==> config.mk <==
export PLATFORM = sky130hd
export DESIGN_NAME = cam_chain_select
export DESIGN_NICKNAME = d
export VERILOG_FILES = /design/src/rtl/cam_sel_pkg.sv /design/src/rtl/cam_sel_decode.sv /design/src/rtl/cam_sel_history.sv /design/src/rtl/cam_sel_override.sv /design/src/rtl/cam_chain_select.sv
export SDC_FILE = /design/constraint.sdc
export NUM_CORES = 1
export LEC_CHECK = 0
export BUFFER_PORTS_ARGS = -buffer_cell sky130_fd_sc_hd__buf_2
export CAP_MARGIN = 20
export CORE_MARGIN = 2
export CORE_UTILIZATION = 37
export CTS_BUF_LIST = sky130_fd_sc_hd__clkbuf_2
export CTS_CLUSTER_DIAMETER = 60
export DETAILED_ROUTE_END_ITERATION = 7
export GPL_TIMING_DRIVEN = 1
export PLACE_DENSITY = 0.77
export SYNTH_ARGS = -nofsm -noshare
export SYNTH_HDL_FRONTEND = slang
export SYNTH_SLANG_ARGS = --single-unit
export TNS_END_PERCENT = 20
==> constraint.sdc <==
create_clock -name clk_i -period 1.95 [get_ports clk_i]
set_clock_uncertainty 0.15 [all_clocks]
set_input_delay 0.195 -clock clk_i [delete_from_list [all_inputs] [get_ports clk_i]]
set_output_delay 0.195 -clock clk_i [all_outputs]
set_load 0.01 [all_outputs]
==> src/rtl/cam_sel_pkg.sv <==
package cam_sel_pkg;
  localparam int unsigned OP_W = 8;
  localparam int unsigned KIND_N = 4;

  typedef enum logic [1:0] {
    CYC_CMD_WR = 2'd0,
    CYC_CMD_RD = 2'd1,
    CYC_DAT_WR = 2'd2,
    CYC_DAT_RD = 2'd3
  } cyc_kind_e;

  localparam logic [OP_W-1:0] OP_NOP       = 8'h00;
  localparam logic [OP_W-1:0] OP_LD_SEL    = 8'h01;
  localparam logic [OP_W-1:0] OP_LD_PAGE   = 8'h02;
  localparam logic [OP_W-1:0] OP_SET_FULL  = 8'h03;
  localparam logic [OP_W-1:0] OP_STAT_NF   = 8'h04;

  typedef struct packed {
    logic cmp_en_n;
    logic match_act_n;
    logic match_in_n;
    logic mflag_en;
  } chain_st_t;
endpackage

==> src/rtl/cam_sel_decode.sv <==
module cam_sel_decode
  import cam_sel_pkg::*;
#(
  parameter int unsigned SEL_W = 16
) (
  input  logic [SEL_W-1:0]  dev_sel_i,
  input  logic [SEL_W-1:0]  page_addr_i,
  input  chain_st_t         st_i,
  output logic [KIND_N-1:0] base_acc_o
);
  logic bcast, page_hit, ma_n_eff, prio_hit;
  logic cmd_ok, dat_ok;

  assign bcast    = &dev_sel_i;
  assign page_hit = (dev_sel_i == page_addr_i);
  // disabled match flag masks the local match
  assign ma_n_eff = st_i.match_act_n | ~st_i.mflag_en;
  assign prio_hit = ~ma_n_eff & st_i.match_in_n;

  always_comb begin
    if (st_i.cmp_en_n) begin
      cmd_ok = bcast | page_hit;
      dat_ok = ~bcast & page_hit;
    end else begin
      cmd_ok = 1'b1;
      dat_ok = prio_hit;
    end
  end

  assign base_acc_o = {dat_ok, dat_ok, cmd_ok, cmd_ok};
endmodule

==> src/rtl/cam_sel_history.sv <==
module cam_sel_history
  import cam_sel_pkg::*;
(
  input  logic            clk_i,
  input  logic            rst_ni,
  input  logic            rec_i,
  input  logic [OP_W-1:0] op_i,
  output logic            after_nf_o
);
  logic [OP_W-1:0] last_op_q;

  always_ff @(posedge clk_i or negedge rst_ni) begin
    if (!rst_ni)    last_op_q <= OP_NOP;
    else if (rec_i) last_op_q <= op_i;
  end

  assign after_nf_o = (last_op_q == OP_STAT_NF);
endmodule

==> src/rtl/cam_sel_override.sv <==
module cam_sel_override
  import cam_sel_pkg::*;
(
  input  logic [1:0]        kind_i,
  input  logic [OP_W-1:0]   op_i,
  input  logic              after_nf_i,
  input  logic              first_empty_i,
  input  logic [KIND_N-1:0] base_acc_i,
  output logic [KIND_N-1:0] acc_o
);
  logic [KIND_N-1:0] kind_sel;
  logic              force_all, need_empty, acc_bit;

  for (genvar k = 0; k < KIND_N; k++) begin : g_kind
    assign kind_sel[k] = (kind_i == 2'(k));
  end

  assign force_all  = kind_sel[CYC_CMD_WR] & (op_i == OP_LD_SEL);
  assign need_empty = (kind_sel[CYC_CMD_WR] & ((op_i == OP_LD_PAGE) | (op_i == OP_SET_FULL)))
                    | (kind_sel[CYC_CMD_RD] & after_nf_i);

  always_comb begin
    if (force_all)       acc_bit = 1'b1;
    else if (need_empty) acc_bit = first_empty_i;
    else                 acc_bit = |(base_acc_i & kind_sel);
  end

  assign acc_o = kind_sel & {KIND_N{acc_bit}};
endmodule

==> src/rtl/cam_chain_select.sv <==
module cam_chain_select
  import cam_sel_pkg::*;
#(
  parameter int unsigned SEL_W = 16
) (
  input  logic             clk_i,
  input  logic             rst_ni,
  input  logic             cyc_vld_i,
  input  logic [1:0]       cyc_kind_i,
  input  logic [OP_W-1:0]  cmd_op_i,
  input  logic [SEL_W-1:0] dev_sel_i,
  input  logic [SEL_W-1:0] page_addr_i,
  input  logic             cmp_en_ni,
  input  logic             match_act_ni,
  input  logic             match_in_ni,
  input  logic             full_in_ni,
  input  logic             full_flag_ni,
  input  logic             match_flag_en_i,
  output logic             acc_cmd_wr_o,
  output logic             acc_cmd_rd_o,
  output logic             acc_dat_wr_o,
  output logic             acc_dat_rd_o
);
  chain_st_t         st;
  logic [KIND_N-1:0] base_acc, ovr_acc, acc_d, acc_q;
  logic              first_empty, after_nf, rec;

  assign st = '{cmp_en_n: cmp_en_ni, match_act_n: match_act_ni,
                match_in_n: match_in_ni, mflag_en: match_flag_en_i};
  assign first_empty = ~full_in_ni & full_flag_ni;

  cam_sel_decode #(.SEL_W(SEL_W)) u_decode (
    .dev_sel_i  (dev_sel_i),
    .page_addr_i(page_addr_i),
    .st_i       (st),
    .base_acc_o (base_acc)
  );

  cam_sel_override u_override (
    .kind_i       (cyc_kind_i),
    .op_i         (cmd_op_i),
    .after_nf_i   (after_nf),
    .first_empty_i(first_empty),
    .base_acc_i   (base_acc),
    .acc_o        (ovr_acc)
  );

  assign acc_d = cyc_vld_i ? ovr_acc : '0;
  // only accepted command writes enter the history
  assign rec   = acc_d[CYC_CMD_WR];

  cam_sel_history u_history (
    .clk_i     (clk_i),
    .rst_ni    (rst_ni),
    .rec_i     (rec),
    .op_i      (cmd_op_i),
    .after_nf_o(after_nf)
  );

  always_ff @(posedge clk_i or negedge rst_ni) begin
    if (!rst_ni) acc_q <= '0;
    else         acc_q <= acc_d;
  end

  assign acc_cmd_wr_o = acc_q[CYC_CMD_WR];
  assign acc_cmd_rd_o = acc_q[CYC_CMD_RD];
  assign acc_dat_wr_o = acc_q[CYC_DAT_WR];
  assign acc_dat_rd_o = acc_q[CYC_DAT_RD];
endmodule

==> metrics.md <==
| Metric | Value |
|---|---|
| Yosys cell types | 20 |
| Crit path kind | input pin to flip-flop |
| # diodes | 0 |
| Vias in the first global route | 853 |
| Total global-route track usage | 0.173 |
| Pre-antenna DRT Iters | 4 |
| Clock Latency Late Sink | 250 ps |
| DRC viols | 0 |
| 1st-iter DRT viols | 2 |
| Slew at the pin closest to its max-slew limit | 384 ps |
| Layout cells sized above 1 | 0.636 |
| Worst setup margin | -194 ps |
| Pin count of the biggest net entering global routing | 13 |
| Fmax | 466 MHz |
| GRT overflow | 0 |
| Rel. slew slack | 0.740 |
| #FFs+latches synth | 12 |
| Power per cell area | 534 mW/mm2 |
| Post-Place Setup Slack | -484 ps |
| Port bufs | 54 |
| Fraction of registers with async set or reset after synthesis | 1.00 |
| Crit. End Element | flip-flop |
| Initial antenna violation count | 0 |
| Die width | 49.3 um |
| Maximum vdd drop | 376 uV |
| # H-tree levels | 1 |
| IO Count | 55 |
| Root Buffer | clkbuf_2 |
| Final RePlAce weighted congestion | 0.786 |
| Critical-path top delay cell | or4_4 |
| CTS Buffer Depth | 2 |
| Worst Hold Class | input pin to flip-flop |
| Slew Viols, Final | 0 |
| Final worst-path cycle share | 1.10 |
| Fin. Hold Viols | 0 |
| Max Cap Violations | 0 |
| Core area | 0.00194 mm2 |
| Synth warn | 0 |
| Main synth FF type | dfrtp_1 |
| Post-layout nets | 192 |
| Syn-to-layout area delta | 68.7% |
| Die Y | 49.3 um |
| Via Count | 825 |
| First-pass GRT wire length | 3330 um |
| Syn_area_per_cell | 11.4 um2 |
| Post-synth EDFFs | 0 |
| Post-Synthesis Cells | 67 |
| RSZ-0062 raised after global routing | yes |
| Initial Util | 0.392 |
| Post-DR vias/cell | 4.94 |
| Setup TNS | -1430 ps |
| Final min period | 2140 ps |
| Clock Pin Slew Worst Setup and Hold Paths | 120 ps |
| Delay of the slowest critical-path stage | 550 ps |
| CTS tree | built |
| Row cnt | 16 |
| Sequential-to-total area share from yosys stat | 0.395 |
| Mapped cell area | 761 um2 |
| Critical path arrival | 2140 ps |
| WL/cell | 12.6 um |
| Final HPWL from detailed placement | 1680 um |
| Die footprint | 0.00243 mm2 |
| Final Instance Count excl. Fillers | 167 |
| ANT nets after route | 0 |
| Routed WL | 2110 um |
| Crit path top cell by count | nor4b_4 |
| DP Cell Count | 157 |
| Status | finished with violations |
| Worst Path Max Fanout | 4 |
| Leakage | 0.656 nW |
| Number of buffers created by CTS | 3 |
| Clock sinks | 12 |
| Final setup fails | 9 |
| WP data required | 1950 ps |
| Startpoint types | input pin |
| Cell Chain, Critical Path | buf_6, or4_4, nor4b_4, a211oi_2, o211ai_2, nor4b_4, buf_4, mux2_4 |
| Failing checks | setup timing |
| Synthesized net count | 118 |
[stage by stage]
stage          instance area [um2]  total power (W)   util  hold slack (ps)
2_1_floorplan                  761         0.000398      -             -251
3_3_place_gp                  1130         0.000492  0.583            -72.2
5_1_grt                       1280         0.000728  0.661             22.2
6_report                      1280         0.000686  0.661             42.3
4_1_cts                       1250         0.000673  0.643             38.3
3_5_place_dp                  1130         0.000502  0.583            -65.1
[cell usage in the layout (no fill, tap or decap)]
| cell | n |
|---|---|
| a211oi_2 | 1 |
| a21oi_1 | 1 |
| and4b_1 | 1 |
| buf_2 | 53 |
| buf_4 | 13 |
| buf_6 | 2 |
| clkbuf_2 | 3 |
| clkinv_1 | 1 |
| dfrtp_1 | 12 |
| dlygate4sd3_1 | 1 |
| mux2_4 | 8 |
| nand2_1 | 3 |
| nand2b_4 | 1 |
| nand4_1 | 5 |
| nor2_1 | 2 |
| nor2b_1 | 1 |
| nor3b_1 | 1 |
| nor3b_2 | 1 |
| nor4_1 | 5 |
| nor4b_2 | 1 |
| nor4b_4 | 2 |
| o211ai_2 | 1 |
| o31ai_1 | 1 |
| o31ai_2 | 1 |
| o41ai_1 | 1 |
| or4_4 | 2 |
| xor2_1 | 16 |
[metal layers]
metal | vias to the layer above | GRT usage | share of wire
li1 | 402 | - | -
met1 | 370 | 0.156 | 0.38
met2 | 49 | 0.354 | 0.48
met3 | 4 | 0.0521 | 0.13
met4 | 0 | 0.0524 | 0.010
met5 | - | 0 | 0
[worst paths after layout]
check                                        from                endpoint  slack, ps  cells after the start
max in group asynchronous                  rst_ni  u_history.last_op_q[0]       1250                      2
hold reg to reg            u_history.last_op_q[6]  u_history.last_op_q[6]        380                      1
setup / recovery                      cmd_op_i[7]  u_history.last_op_q[1]       -190                      8
setup reg to reg           u_history.last_op_q[0]  u_history.last_op_q[1]       -190                      7
hold / removal                        cmd_op_i[2]  u_history.last_op_q[2]         40                      2
min in group asynchronous                  rst_ni  u_history.last_op_q[7]        180                      2
[flip-flops by register name, indices dropped and copies added (netlist names)]
signal,count
u_history.last_op_q,8
acc_q,4
[Yosys cell counts (2+ instances only)]
| master | n | area share |
|---|---|---|
| nor2_1 | 2 | 0.0099 |
| dfrtp_1 | 12 | 0.39 |
| xor2_1 | 16 | 0.18 |
| nor3b_1 | 2 | 0.020 |
| mux2_2 | 8 | 0.12 |
| o31ai_1 | 2 | 0.020 |
| or4_1 | 2 | 0.020 |
| nand2_1 | 3 | 0.015 |
| nor4_1 | 5 | 0.041 |
| nand4_1 | 5 | 0.041 |
[cells by family (layout without fill, tap and decap cells)]
kind of cell	Yosys count	count (layout)	synth area share
xor gates and xnor gates	16	16	0.184
DFF	12	12	0.395
buffers and inverters	0	73	0
and+or+nand+nor	25	25	0.238
AOI/OAI and AO/OA	6	6	0.0641
muxes	8	8	0.118
[timing repair]
action / CTS / global route
setup endpoints to repair: 12 / 10
hold endpoints to repair: 12 / 0
setup buffers: 2 / 3
hold buffers: 1 / 0
pin swaps: 8 / 4
gates resized for setup: 16 / 2
[report_power, final]
part / internal, W / total (W) / switching, W / leakage [nW]
Clock: 0.0000446 / 0.000122 / 0.0000773 / 0.0140
Combinational: 0.000156 / 0.000239 / 0.0000828 / 0.489
Sequential: 0.000294 / 0.000325 / 0.0000312 / 0.153
[worst max-delay path, delay by kind of cell]
family / cells / cell delay [ps]
buffers and inverters: 2 / 290
AND/OR/NAND/NOR: 3 / 1180
multiplexers: 1 / 300
AO/OA/AOI/OAI: 2 / 170
[area by class of cell]
cell class,instances,area (um2)
clock buffer,3,15.0
clock inverter,1,3.75
fill,161,658
multi-input combinational,55,536
sequential,12,300
tap,27,33.8
timing repair buffer,69,395
No activity file was read; power rests on OpenSTA's default activity.
